--- src/rtl/tcs_pkg.sv ---
package tcs_pkg;
  typedef enum logic [1:0] {
    CS_NONE  = 2'd0,
    CS_SLICE = 2'd1,
    CS_WAIT  = 2'd2,
    CS_YIELD = 2'd3
  } cause_e;

  typedef enum logic [1:0] {
    MV_IDLE,
    MV_SAVE,
    MV_LREQ,
    MV_LDAT
  } mv_state_e;
endpackage

--- src/rtl/tcs_guard.sv ---
module tcs_guard #(
  parameter int NCTX = 4,
  parameter int AW   = 16,
  parameter int CW   = $clog2(NCTX)
) (
  input  logic                     clk,
  input  logic                     rst_n,
  input  logic                     pw_valid,
  input  logic                     pw_sys,
  input  logic [CW-1:0]            pw_ctx,
  input  logic                     pw_sel,
  input  logic [AW-1:0]            pw_data,
  input  logic [CW-1:0]            pr_ctx,
  input  logic                     pr_sel,
  input  logic                     relink,
  input  logic [CW-1:0]            relink_ctx,
  output logic [NCTX-1:0][AW-1:0]  img_vec,
  output logic [NCTX-1:0][AW-1:0]  nxt_vec,
  output logic [AW-1:0]            pr_data,
  output logic                     prot_err
);
  logic [NCTX-1:0][AW-1:0] img_q, nxt_q;

  always_ff @(posedge clk) begin
    if (!rst_n) begin
      img_q    <= '0;
      nxt_q    <= '0;
      prot_err <= 1'b0;
    end else begin
      prot_err <= pw_valid && !pw_sys;
      for (int c = 0; c < NCTX; c++) begin
        if (relink && relink_ctx == CW'(c))
          img_q[c] <= nxt_q[c];
        if (pw_valid && pw_sys && pw_ctx == CW'(c)) begin
          if (pw_sel) nxt_q[c] <= pw_data;
          else        img_q[c] <= pw_data;
        end
      end
    end
  end

  assign img_vec = img_q;
  assign nxt_vec = nxt_q;
  assign pr_data = pr_sel ? nxt_q[pr_ctx] : img_q[pr_ctx];
endmodule

--- src/rtl/tcs_slice.sv ---
module tcs_slice #(
  parameter int NCTX = 4,
  parameter int BW   = 16,
  parameter int CW   = $clog2(NCTX)
) (
  input  logic            clk,
  input  logic            rst_n,
  input  logic [BW-1:0]   budget,
  input  logic            retire_valid,
  input  logic [CW-1:0]   retire_ctx,
  input  logic [NCTX-1:0] runnable,
  input  logic            clr,
  input  logic [CW-1:0]   clr_ctx,
  output logic [NCTX-1:0] expire
);
  logic [NCTX-1:0][BW-1:0] cnt_q;
  logic [NCTX-1:0]         hit;

  for (genvar c = 0; c < NCTX; c++) begin : g_ctx
    logic [BW:0] nxt_cnt;
    assign hit[c]    = retire_valid && retire_ctx == CW'(c) && runnable[c];
    assign nxt_cnt   = {1'b0, cnt_q[c]} + (BW+1)'(1);
    assign expire[c] = hit[c] && (budget != '0) && (nxt_cnt >= {1'b0, budget});
  end

  always_ff @(posedge clk) begin
    if (!rst_n) begin
      cnt_q <= '0;
    end else begin
      for (int c = 0; c < NCTX; c++) begin
        if (clr && clr_ctx == CW'(c)) cnt_q[c] <= '0;
        else if (hit[c])              cnt_q[c] <= cnt_q[c] + BW'(1);
      end
    end
  end
endmodule

--- src/rtl/tcs_mover.sv ---
module tcs_mover
  import tcs_pkg::*;
#(
  parameter int NCTX = 4,
  parameter int NW   = 17,
  parameter int DW   = 32,
  parameter int AW   = 16,
  parameter int CW   = $clog2(NCTX),
  parameter int IW   = $clog2(NW)
) (
  input  logic          clk,
  input  logic          rst_n,
  input  logic          start,
  input  logic [CW-1:0] start_ctx,
  input  logic [AW-1:0] img_addr,
  input  logic [AW-1:0] nxt_addr,
  output logic          idle,
  output logic          fin,
  output logic [CW-1:0] fin_ctx,
  output logic [CW-1:0] rf_rd_ctx,
  output logic [IW-1:0] rf_rd_idx,
  input  logic [DW-1:0] rf_rd_data,
  output logic          rf_we,
  output logic [CW-1:0] rf_wr_ctx,
  output logic [IW-1:0] rf_wr_idx,
  output logic [DW-1:0] rf_wr_data,
  output logic          wr_valid,
  input  logic          wr_ready,
  output logic [AW-1:0] wr_addr,
  output logic [DW-1:0] wr_data,
  output logic          rc_valid,
  input  logic          rc_ready,
  output logic [AW-1:0] rc_addr,
  input  logic          rd_valid,
  output logic          rd_ready,
  input  logic [DW-1:0] rd_data
);
  localparam logic [IW-1:0] LAST = IW'(NW - 1);

  mv_state_e     st;
  logic [IW-1:0] beat;
  logic [CW-1:0] ctx;
  logic [AW-1:0] base_img, base_nxt;

  always_ff @(posedge clk) begin
    if (!rst_n) begin
      st       <= MV_IDLE;
      beat     <= '0;
      ctx      <= '0;
      base_img <= '0;
      base_nxt <= '0;
    end else begin
      unique case (st)
        MV_IDLE: if (start) begin
          st       <= MV_SAVE;
          ctx      <= start_ctx;
          base_img <= img_addr;
          base_nxt <= nxt_addr;
          beat     <= '0;
        end
        MV_SAVE: if (wr_ready) begin
          if (beat == LAST) begin
            beat <= '0;
            st   <= MV_LREQ;
          end else begin
            beat <= beat + IW'(1);
          end
        end
        MV_LREQ: if (rc_ready) st <= MV_LDAT;
        MV_LDAT: if (rd_valid) begin
          if (beat == LAST) begin
            beat <= '0;
            st   <= MV_IDLE;
          end else begin
            beat <= beat + IW'(1);
          end
        end
        default: st <= MV_IDLE;
      endcase
    end
  end

  assign idle       = (st == MV_IDLE);
  assign fin        = (st == MV_LDAT) && rd_valid && (beat == LAST);
  assign fin_ctx    = ctx;

  assign rf_rd_ctx  = ctx;
  assign rf_rd_idx  = beat;
  assign wr_valid   = (st == MV_SAVE);
  assign wr_addr    = base_img + AW'(beat);
  assign wr_data    = rf_rd_data;

  assign rc_valid   = (st == MV_LREQ);
  assign rc_addr    = base_nxt;

  assign rd_ready   = (st == MV_LDAT);
  assign rf_we      = (st == MV_LDAT) && rd_valid;
  assign rf_wr_ctx  = ctx;
  assign rf_wr_idx  = beat;
  assign rf_wr_data = rd_data;
endmodule

--- src/rtl/tcs_engine.sv ---
module tcs_engine
  import tcs_pkg::*;
#(
  parameter int NCTX = 4,
  parameter int NGPR = 16,
  parameter int DW   = 32,
  parameter int AW   = 16,
  parameter int BW   = 16,
  parameter int CW   = $clog2(NCTX),
  parameter int NW   = NGPR + 1,
  parameter int IW   = $clog2(NW)
) (
  input  logic            clk,
  input  logic            rst_n,
  input  logic            pw_valid,
  input  logic            pw_sys,
  input  logic [CW-1:0]   pw_ctx,
  input  logic            pw_sel,
  input  logic [AW-1:0]   pw_data,
  output logic            prot_err,
  input  logic [CW-1:0]   pr_ctx,
  input  logic            pr_sel,
  output logic [AW-1:0]   pr_data,
  input  logic [BW-1:0]   slice_budget,
  input  logic            retire_valid,
  input  logic [CW-1:0]   retire_ctx,
  input  logic            wait_valid,
  input  logic [CW-1:0]   wait_ctx,
  input  logic            yield_valid,
  input  logic [CW-1:0]   yield_ctx,
  output logic            busy,
  output logic [NCTX-1:0] run_en,
  output logic            sw_done,
  output logic [CW-1:0]   sw_ctx,
  output logic [1:0]      sw_cause,
  output logic [CW-1:0]   rf_rd_ctx,
  output logic [IW-1:0]   rf_rd_idx,
  input  logic [DW-1:0]   rf_rd_data,
  output logic            rf_we,
  output logic [CW-1:0]   rf_wr_ctx,
  output logic [IW-1:0]   rf_wr_idx,
  output logic [DW-1:0]   rf_wr_data,
  output logic            wr_valid,
  input  logic            wr_ready,
  output logic [AW-1:0]   wr_addr,
  output logic [DW-1:0]   wr_data,
  output logic            rc_valid,
  input  logic            rc_ready,
  output logic [AW-1:0]   rc_addr,
  input  logic            rd_valid,
  output logic            rd_ready,
  input  logic [DW-1:0]   rd_data
);
  logic [NCTX-1:0]          pend;
  logic [NCTX-1:0][1:0]     cause_q;
  logic [NCTX-1:0]          expire, req_wait, req_yield;
  logic [NCTX-1:0][AW-1:0]  img_vec, nxt_vec;
  logic                     mv_idle, fin, found, start;
  logic [CW-1:0]            fin_ctx, pick;

  tcs_guard #(.NCTX(NCTX), .AW(AW), .CW(CW)) u_guard (
    .clk(clk), .rst_n(rst_n),
    .pw_valid(pw_valid), .pw_sys(pw_sys), .pw_ctx(pw_ctx),
    .pw_sel(pw_sel), .pw_data(pw_data),
    .pr_ctx(pr_ctx), .pr_sel(pr_sel),
    .relink(fin), .relink_ctx(fin_ctx),
    .img_vec(img_vec), .nxt_vec(nxt_vec),
    .pr_data(pr_data), .prot_err(prot_err)
  );

  tcs_slice #(.NCTX(NCTX), .BW(BW), .CW(CW)) u_slice (
    .clk(clk), .rst_n(rst_n),
    .budget(slice_budget),
    .retire_valid(retire_valid), .retire_ctx(retire_ctx),
    .runnable(~pend),
    .clr(fin), .clr_ctx(fin_ctx),
    .expire(expire)
  );

  for (genvar c = 0; c < NCTX; c++) begin : g_req
    assign req_wait[c]  = wait_valid  && wait_ctx  == CW'(c);
    assign req_yield[c] = yield_valid && yield_ctx == CW'(c);
  end

  always_ff @(posedge clk) begin
    if (!rst_n) begin
      pend    <= '0;
      cause_q <= '0;
    end else begin
      for (int c = 0; c < NCTX; c++) begin
        if (pend[c]) begin
          if (fin && fin_ctx == CW'(c)) begin
            pend[c]    <= 1'b0;
            cause_q[c] <= CS_NONE;
          end
        end else if (req_wait[c]) begin
          pend[c]    <= 1'b1;
          cause_q[c] <= CS_WAIT;
        end else if (req_yield[c]) begin
          pend[c]    <= 1'b1;
          cause_q[c] <= CS_YIELD;
        end else if (expire[c]) begin
          pend[c]    <= 1'b1;
          cause_q[c] <= CS_SLICE;
        end
      end
    end
  end

  always_comb begin
    pick  = '0;
    found = 1'b0;
    for (int i = 0; i < NCTX; i++) begin
      if (pend[i] && !found) begin
        pick  = CW'(i);
        found = 1'b1;
      end
    end
  end

  assign start = mv_idle && found;

  tcs_mover #(.NCTX(NCTX), .NW(NW), .DW(DW), .AW(AW), .CW(CW), .IW(IW)) u_mover (
    .clk(clk), .rst_n(rst_n),
    .start(start), .start_ctx(pick),
    .img_addr(img_vec[pick]), .nxt_addr(nxt_vec[pick]),
    .idle(mv_idle), .fin(fin), .fin_ctx(fin_ctx),
    .rf_rd_ctx(rf_rd_ctx), .rf_rd_idx(rf_rd_idx), .rf_rd_data(rf_rd_data),
    .rf_we(rf_we), .rf_wr_ctx(rf_wr_ctx), .rf_wr_idx(rf_wr_idx), .rf_wr_data(rf_wr_data),
    .wr_valid(wr_valid), .wr_ready(wr_ready), .wr_addr(wr_addr), .wr_data(wr_data),
    .rc_valid(rc_valid), .rc_ready(rc_ready), .rc_addr(rc_addr),
    .rd_valid(rd_valid), .rd_ready(rd_ready), .rd_data(rd_data)
  );

  always_ff @(posedge clk) begin
    if (!rst_n) begin
      sw_done  <= 1'b0;
      sw_ctx   <= '0;
      sw_cause <= '0;
    end else begin
      sw_done <= fin;
      if (fin) begin
        sw_ctx   <= fin_ctx;
        sw_cause <= cause_q[fin_ctx];
      end
    end
  end

  assign busy   = |pend;
  assign run_en = ~pend;
endmodule

--- config.mk ---
export PLATFORM = sky130hd
export DESIGN_NAME = tcs_engine
export DESIGN_NICKNAME = d
export VERILOG_FILES = /design/src/rtl/tcs_pkg.sv /design/src/rtl/tcs_guard.sv /design/src/rtl/tcs_slice.sv /design/src/rtl/tcs_mover.sv /design/src/rtl/tcs_engine.sv
export SDC_FILE = /design/constraint.sdc
export NUM_CORES = 1
export LEC_CHECK = 0
export BUFFER_PORTS_ARGS = -buffer_cell sky130_fd_sc_hd__clkbuf_2
export CAP_MARGIN = 20
export CORE_ASPECT_RATIO = 1.4
export CORE_MARGIN = 4
export CORE_UTILIZATION = 45
export CTS_CLUSTER_DIAMETER = 40
export DETAILED_ROUTE_END_ITERATION = 12
export PLACE_DENSITY = 0.74
export SYNTH_ARGS = -nofsm -noshare
export SYNTH_HDL_FRONTEND = slang
export SYNTH_SLANG_ARGS = --single-unit
--- constraint.sdc ---
create_clock -name clk -period 4.09 [get_ports clk]
set_clock_uncertainty 0.15 [all_clocks]
set_input_delay 0.409 -clock clk [delete_from_list [all_inputs] [get_ports clk]]
set_output_delay 0.409 -clock clk [all_outputs]
set_load 0.01 [all_outputs]
# Word level (Yosys, flattened, before mapping)
# Index checks and enable logic that the tools add are counted.
# classes
muxes	82
n_eq_ne	29
n_bitwise	2
order_cmp	7
reduce_logical	72
addsub	10
# op_table
cell	n
2-to-1 mux 16 bit	17
binary-select mux 16 bit (select 2 bit)	4
adder 16 x 1 -> 17 bit, second input constant	4
greater-or-equal comparator 17 x 16 -> 1 bit	4
adder 16 x 1 -> 16 bit, second input constant	4
2-to-1 mux 2 bit	29
logical AND 1 bit	40
2-to-1 mux 1 bit	25
equality test 2 bit, second input constant	12
2-to-1 mux 5 bit	4
!= test 2 x 1 -> 1 bit, second input constant	9
AND reduction 2 bit	9
adder 16 x 5 -> 16 bit	1
nonzero test 16 bit	1
nonzero test 4 bit	4
case mux 5 bit (3 select lines)	1
equality test 2 x 1 -> 1 bit, second input constant	6
logical NOT 2 bit	6
< comparator 2 x 3 -> 1 bit, second input constant	3
case mux 2 bit (4 select lines)	1
OR reduction 2 bit	4
AND reduction 6 bit	1
adder 5 x 1 -> 5 bit, second input constant	1
equality test 5 bit, second input constant	1
8 further kinds	11
# word_totals
reg_bits	251
word_cells	228
out_inout_bits	141
in_bits	118

# Depth between registers and ports, before layout
# Gate-level depths: netlist of the first run.
# depth
ltp_word	13
depth_mapped	14
ltp_nobuf	13

# Cells and area by module
# From an unflattened synthesis of the first run, not the netlist that was laid out.
# hier_totals
hier_cells	1967
hier_area_um2	16612.2
# modules_own_cells
module	cells_each	seq_area_each_um2	area_each_um2	n_inst
tcs_guard	748	2582.5	6688.9	1
tcs_slice	624	1281.2	5048.6	1
tcs_mover	336	820.8	2683.8	1
tcs_engine	259	340.3	2190.9	1

# Worst setup path before layout of the first run
# OpenSTA, ideal clock, no wires.
# synth_path
kind	register to register
start	reg u_slice.cnt_q[16] (netlist bit)
end	reg cause_q[3] (netlist bit)
period_less_slack_ns	3.076
slack_ns	1.014
setup_time_ns	0.058
stages_incl_launch_ff	13
t_required_ns	3.882
arrival_time_ns	2.868
path_cell_list	dfxtp_1 > ha_1 > nand4_1 > or3_1 > nor2_1 > nand3_1 > xnor2_1 > ha_1 > or3_1 > a2111oi_0 > nand3_1 > a21boi_0 > o21a_1
# synth_between
elab_chain_cells	5
# synth_rtl
element	line_no	text
start: declaration	tcs_slice.sv:16	logic [NCTX-1:0][BW-1:0] cnt_q;
start signal: indexed assignment	tcs_slice.sv:32	else if (hit[c]) cnt_q[c] <= cnt_q[c] + BW'(1);
adder 16 x 1 -> 17 bit	tcs_slice.sv:22	assign nxt_cnt = {1'b0, cnt_q[c]} + (BW+1)'(1);
named net u_slice.g_ctx[1].nxt_cnt[14]	tcs_slice.sv:20	logic [BW:0] nxt_cnt;
greater-or-equal comparator 17 x 16 -> 1 bit	tcs_slice.sv:23	assign expire[c] = hit[c] && (budget != '0) && (nxt_cnt >= {1'b0, budget});
logical AND 1 bit	tcs_slice.sv:23	
nonzero test 4 bit (no line)	n/a	
AND reduction 2 bit (no line)	n/a	
end signal: assignment	tcs_engine.sv:88	cause_q <= '0;
end signal: indexed assignment	tcs_engine.sv:94	cause_q[c] <= CS_NONE;
end signal: indexed assignment	tcs_engine.sv:98	cause_q[c] <= CS_WAIT;
end: declaration	tcs_engine.sv:55	logic [NCTX-1:0][1:0] cause_q;
# The timed path passes the listed nets, and every way through them passes these cells.
# A chain may end at the register's enable or synchronous reset.

# Final worst setup path of the first run
# layout_path
start	reg u_mover.beat[0], in the netlist u_mover.rf_rd_idx[0]
end	out wr_addr[14]
# layout_between
elab_chain_cells	1
# layout_rtl
element	line_no	text
start: declaration	tcs_mover.sv:41	logic [IW-1:0] beat;
start signal: assignment	tcs_mover.sv:66	beat <= beat + IW'(1);
start signal: assignment	tcs_mover.sv:75	beat <= beat + IW'(1);
adder 16 x 5 -> 16 bit	tcs_mover.sv:90	assign wr_addr = base_img + AW'(beat);
end: declaration	tcs_engine.sv:45	output logic [AW-1:0] wr_addr,
# Every way passes these cells.

==> run metrics, run 1 <==
Boundary Pins 259; max_slew headroom 26.0%; DIE AREA 0.0374 mm2; CP arrival 3.03 ns; Initial Util 45.5%; synthesized cell area 0.0154 mm2; setup TNS 0 ns; Clock Tree Buf Depth 3; Hold Crit Class in -> reg; Ys Warns 0; Reg clk slew, reported paths 0.06 ns; Fill cells 3050; Post-Synthesis Net Count 1969; number of global-route vias before repair 12900; sequential-to-total area share from yosys stat 32.6%; TritonCTS clock tree yes; synth cell count leaders 289 x nand2_1, 251 x dfxtp_1, 178 x nor2_1; layer with the highest usage met2; Num CTS Buffers 36; Multi-input gate area 0.00916 mm2; core area 0.0339 mm2; CP required 3.53 ns; count leader, synth nand2_1; critical path type reg -> out; Worst setup SP type flop; largest area contributor in the netlist dfxtp_1; Remaining DRCs 0; Post-DRT Antenna Nets 0; post-DR vias/cell 5.89; I/O Buffers 130; grt total ovfl 0; Critical Path Start u_mover.rf_rd_idx[0]$_SDFFE_PN0P_; reg2reg start u_slice.cnt_q[16]$_SDFFE_PP0P_; met3 Usage GRT 4.44%; FF+latch count, synth 251; GR Layer Usage met1 26.9%; Design Area, Final 0.0170 mm2; Tmin final 3.59 ns; final wirelength 44700 um; Tcrit/Tclk final 87.8%; RSZ-0062 raised after global routing no; Clk Latency, worst-skew pair 0.55 ns; Final #Nets 1966; synth-to-layout area growth 10.2%; DRT Pass-1 Iters 5; Synth area leaders dfxtp_1 33%, mux4_2 9.6%, nand2_1 7.0%; P_leak 6.69 nW; FP Rows 80; VDD IR max 0.000300 V; final hold violations 0; worst hold path startpoint pw_valid; clk root buf clkbuf_16; layout cells sized above 1 18.7%; Die Ht 227 um; register area 0.00502 mm2; Post-synth ARST share 0%; detailed placer's ending HPWL 30500 um; GR Util All Layers 23.5%; postcts setup bufs 0; cells after synthesis 1771; Synth Flop Type dfxtp_1; cts hold-fix bufs 1; largest net degree at the start of global routing 75; global placement routability congestion 0.915; outcome finished, final reports clean; routed vias 13200; initial antenna violation count 0; actual slew at the worst max-slew pin 1.11 ns; Distinct cells, synth 76; share of the synthesized area in the top cell type 32.6%; crit end category output port; # resized after CTS 0; Crit Path Max Fanout 7; Chip Width 165 um; Placement Cell Area 0.0157 mm2; met2 GRT Util 41.8%; DR iter-0 viols 1145; Clock Sinks 251; Pins Over Slew Limit 0; Fmax 0.279 GHz; Wirelength per Cell 19.9 um; global-route wire length before repair 69500 um; diode count 0; Mapped Avg Cell Area 8.71 um2; EDFF count, synth 0; H-Tree Level Count 2; final setup fails 0; total power divided by cell area 383 mW/mm2; max-cap check violation count 0
==> path summary, 6_finish.rpt <==
| check | endpoint | slack, ns | cells past startpoint |
|---|---|---|---|
| max | wr_addr[14] | 0.50 | 10 |
| min | u_guard.prot_err$_SDFF_PN0_ | 0.03 | 2 |
| max reg2reg | cause_q[3]$_SDFFE_PN0P_ | 0.61 | 12 |
| min reg2reg | u_mover.rc_addr[2]$_SDFFE_PN0P_ | 0.30 | 2 |
==> stage by stage <==
step	hold slack, ns	power [mW]	worst slack (ns)	cells	utilization, %
finish	0.0252	6.51	0.501	2247	50.1
global placement	0.295	3.24	0.727	2180	46.3
detailed placement	0.295	3.26	0.717	2180	46.3
floorplan	0.286	3.10	1.01	1771	-
global route	0.0449	6.73	0.189	2247	50.1
CTS	0.0137	6.55	0.461	2247	50.1
==> registers in the layout, summed over array words and instances (netlist names) <==
register	cells
sw_cause	2
sw_done	1
u_mover.rc_addr	16
u_mover.st	2
u_mover.rf_rd_idx	5
cause_q	8
u_mover.base_img	16
u_guard.img_vec	64
u_slice.cnt_q	64
pend	4
u_mover.fin_ctx	2
u_guard.nxt_vec	64
u_guard.prot_err	1
sw_ctx	2
==> per-layer routing <==
layer	share of wire [%]	vias to the layer above
met2	51	572
met1	37	6380
met5	0	-
met4	4.7	0
met3	7.8	148
li1	-	6136
==> worst max-delay path, cell delays in order, from the launching register on <==
cell      delay (ns)
dfxtp_1         0.51
ha_1            0.22
inv_1           0.05
fa_1            0.42
nor2b_1         0.12
o21ai_0         0.12
a21boi_0        0.26
o21ai_1         0.18
nor3_1          0.26
xnor2_1         0.18
clkbuf_2        0.17
==> power by group <==
part	switching, mW	leakage (nW)	internal (mW)
logic	0.426	4.05	0.232
clock network	1.29	0.617	2.01
registers	0.0580	2.03	2.49
==> area by class of cell <==
type                       count  area share [%]
multi-input combinational   1286            53.9
sequential                   251            29.5
clock buffer                  40            5.44
timing repair buffer         150            4.80
tap                          451            3.32
clock inverter                26            2.07
inverter                      43           0.964
==> cells by family (layout without fill, tap and decap cells) <==
group / after synthesis / count (layout) / synth area share [%]
flip-flops: 251 / 251 / 32.6
multiplexers: 149 / 149 / 15.1
buffers and inverters: 234 / 259 / 8.20
adder cells (fa/ha/maj): 80 / 80 / 6.54
XOR/XNOR: 121 / 121 / 6.87
AND/OR/NAND/NOR: 656 / 656 / 19.2
AO/OA/AOI/OAI: 280 / 280 / 11.4
==> placed cells by master, fill, tap and decap left out, drive strengths merged, types with 4 or more instances in the layout <==
master,Yosys,routed
nand2,295,295
inv,43,51
o21ai,32,32
nand3b,4,4
a21oi,132,132
buf,110,19
nand3,48,48
mux2,16,16
nor2,182,182
nand4,33,33
nand2b,7,7
clkinv,0,10
dfxtp,251,251
xnor2,64,64
xor2,57,57
a21o,9,9
bufinv,0,5
mux2i,67,67
or3,21,21
nor3b,4,4
o2bb2ai,4,4
nor2b,4,4
clkbuf,81,170
nor3,21,21
and2,5,5
or2,8,8
a211oi,71,71
mux4,66,66
and3,4,4
nor4,12,12
ha,79,79
Note: power is estimated with default switching activity, not from simulation.
==> run 2: changes to the inputs <==
--- a/config.mk
+++ b/config.mk
@@ -10,6 +10,7 @@
 export CORE_ASPECT_RATIO = 1.4
 export CORE_MARGIN = 4
 export CORE_UTILIZATION = 45
+export CTS_BUF_LIST = sky130_fd_sc_hd__clkbuf_8
 export CTS_CLUSTER_DIAMETER = 40
 export DETAILED_ROUTE_END_ITERATION = 12
 export PLACE_DENSITY = 0.74
==> run 2 against run 1 <==
Compared with the run above: critical path depth unchanged; first-iteration DRC count up 2.6%; critical path type unchanged; highest routed layer unchanged; largest cell class unchanged; clock-buffer cell count up 14; setup slack worse by 0.071 ns.
==> run metrics, run 2 (synthesized netlist as in run 1, its figures left out) <==
Sw Share 27.5% (+0.28 points); Num CTS Buffers 45 (+25%); total power divided by cell area 348 mW/mm2 (-9.0%); number of global-route vias before repair 12800 (-0.40%); H-Tree Level Count 2 (unchanged); CP Buf/Inv Count 2 (unchanged); Clock Tree Buf Depth 3 (unchanged); Remaining DRCs 0 (unchanged); core area 0.0339 mm2 (unchanged); Post-DRT Antenna Nets 0 (unchanged); GR Util All Layers 23.3% (-0.22 points); global placement routability congestion 0.915 (unchanged); Worst setup SP type flop; Worst path max stage delay 0.53 ns (+0.02 ns); TritonCTS clock tree yes; I/O Buffers 130 (unchanged); CP arrival 3.10 ns (+0.07 ns); VDD IR max 0.000281 V (-6.2%); Comb power frac 11.4% (+1.3 points); Pins Over Slew Limit 0 (unchanged); final hold violations 0 (unchanged); most common cell after layout, fill and taps aside nand2_1; Reg clk slew, reported paths 0.06 ns (about the same); Internal Pwr Total 4.26 mW (-10%); Tcrit/Tclk final 89.5% (+1.7 points); Crit path max-delay family adder cells; global-route wire length before repair 68900 um (-0.87%); WHS 0.0295 ns (+0.00429 ns); commonest non-fill, non-tap cells in the layout 289 x nand2_1, 251 x dfxtp_1, 174 x nor2_1; CP required 3.53 ns (about the same); Chip Width 165 um (unchanged); CP Cell Sequence ha_1 > inv_1 > fa_1 > nor2b_1 > o21ai_0 > a21boi_0 > o21ai_1 > nor3_1 > xnor2_1 > clkbuf_2; Wirelength per Cell 19.4 um (-2.4%); max_slew headroom 26.3% (+0.29 points); DIE AREA 0.0374 mm2 (unchanged); layout cells sized above 1 18.8% (+0.11 points); setup TNS 0 ns (unchanged); clock share of power 45.2% (-5.5 points); Psw 1.62 mW (-8.7%); final setup fails 0 (unchanged); detailed placer's ending HPWL 30500 um (unchanged); Clock Sinks 251 (unchanged); largest net degree at the start of global routing 75 (unchanged); RSZ-0062 raised after global routing no; routed vias 13300 (+0.42%); grt total ovfl 0 (unchanged); Clk Latency, worst-skew pair 0.61 ns (+0.06 ns); Crit-path slowest cell dfxtp_1; post-DR vias/cell 5.84 (-0.82%); critical path type reg -> out; Boundary Pins 259 (unchanged); Final #Nets 1990 (+1.2%); outcome finished, final reports clean; FP Rows 80 (unchanged); final wirelength 44200 um (-1.2%); clk root buf clkbuf_8; Crit Path Max Fanout 7 (unchanged); postcts setup bufs 0 (unchanged); max-cap check violation count 0 (unchanged); crit end category output port; DRT Pass-1 Iters 6 (+1); Initial Util 45.5% (unchanged); synth-to-layout area growth 9.47%; initial antenna violation count 0 (unchanged); P_leak 6.68 nW (-0.21%); Flop pwr share 43.4% (+4.2 points); Tmin final 3.66 ns (+0.0709 ns); Hold Crit Class in -> reg; Die Ht 227 um (unchanged); actual slew at the worst max-slew pin 1.10 ns (-0.00438 ns); DR iter-0 viols 1175 (+2.6%); Fmax 0.273 GHz (-1.9%)
==> run 2: cell types whose count changed in the layout (fill, tap and decap cells not counted), moves of 2 or more <==
cell / before / now
clkbuf_1: 3 / 0
clkbuf_16: 36 / 0
clkbuf_8: 1 / 54
clkinv_2: 2 / 4
clkinv_4: 7 / 1
dlygate4sd3_1: 1 / 16
inv_1: 41 / 49
inv_8: 4 / 0
==> run 2: metrics by stage <==
step / util [%] / total power [mW] / worst slack (ns) / instance area [um2] / std cells
floorplan: - / 3.10 / 1.01 / 15400 / 1771
global placement: 46.3 / 3.24 / 0.727 / 15700 / 2180
detailed placement: 46.3 / 3.26 / 0.717 / 15700 / 2180
finish: 49.8 / 5.88 / 0.430 / 16900 / 2275
global route: 49.8 / 6.11 / 0.128 / 16900 / 2274
CTS: 49.8 / 5.92 / 0.390 / 16900 / 2274
==> run 2: worst paths after layout <==
kind | from | endpoint | slack (ns) | cells past startpoint
setup / recovery | u_mover.rf_rd_idx[0]$_SDFFE_PN0P_ | wr_addr[14] | 0.43 | 10
setup reg to reg | u_slice.cnt_q[16]$_SDFFE_PP0P_ | cause_q[3]$_SDFFE_PN0P_ | 0.62 | 12
hold / removal | pw_data[0] | u_guard.nxt_vec[32]$_SDFFE_PN0P_ | 0.03 | 3
hold reg to reg | u_mover.rc_addr[2]$_SDFFE_PN0P_ | u_mover.rc_addr[2]$_SDFFE_PN0P_ | 0.30 | 2
==> run 2: cell type report <==
cell class / count / area, um2
Inverter: 43 / 164
Clock inverter: 24 / 265
Sequential cell: 251 / 5020
Clock buffer: 54 / 743
Multi-Input combinational cell: 1286 / 9160
Fill cell: 3081 / 17000
Tap cell: 451 / 564
Antenna cell: 1 / 2.50
Timing Repair Buffer: 165 / 966
==> run 2: what timing repair did <==
action,in CTS,in global routing
hold buffers,16,0
hold endpoints to repair,63,0
endpoints found under the setup margin,0,0
resized for setup,0,0
==> run 2: worst reg2reg max path: cells and delay by family (launching register included) <==
family,cells,cell delay (ns)
XOR/XNOR,1,0.16
adder cells (fa/ha/maj),2,0.45
flip-flops,1,0.41
AND/OR/NAND/NOR,6,1.59
AO/OA/AOI/OAI,3,0.65
==> run 2: metal layers <==
| layer | wire length, um | vias to the layer above | global-route usage (%) |
|---|---|---|---|
| met5 | 0 | - | 0 |
| met4 | 1900 | 0 | 11.4 |
| met3 | 3340 | 146 | 4.17 |
| met2 | 22600 | 564 | 41.3 |
| met1 | 16400 | 6418 | 26.9 |
| li1 | - | 6163 | - |
==> run 2: power by group through the flow <==
stage,Sequential [mW],Clock (mW),Combinational [mW]
floorplan,2.58,0,0.523
global placement,2.60,0,0.638
detailed placement,2.60,0,0.652
CTS,2.55,2.70,0.667
global route,2.56,2.83,0.729
finish,2.55,2.66,0.669
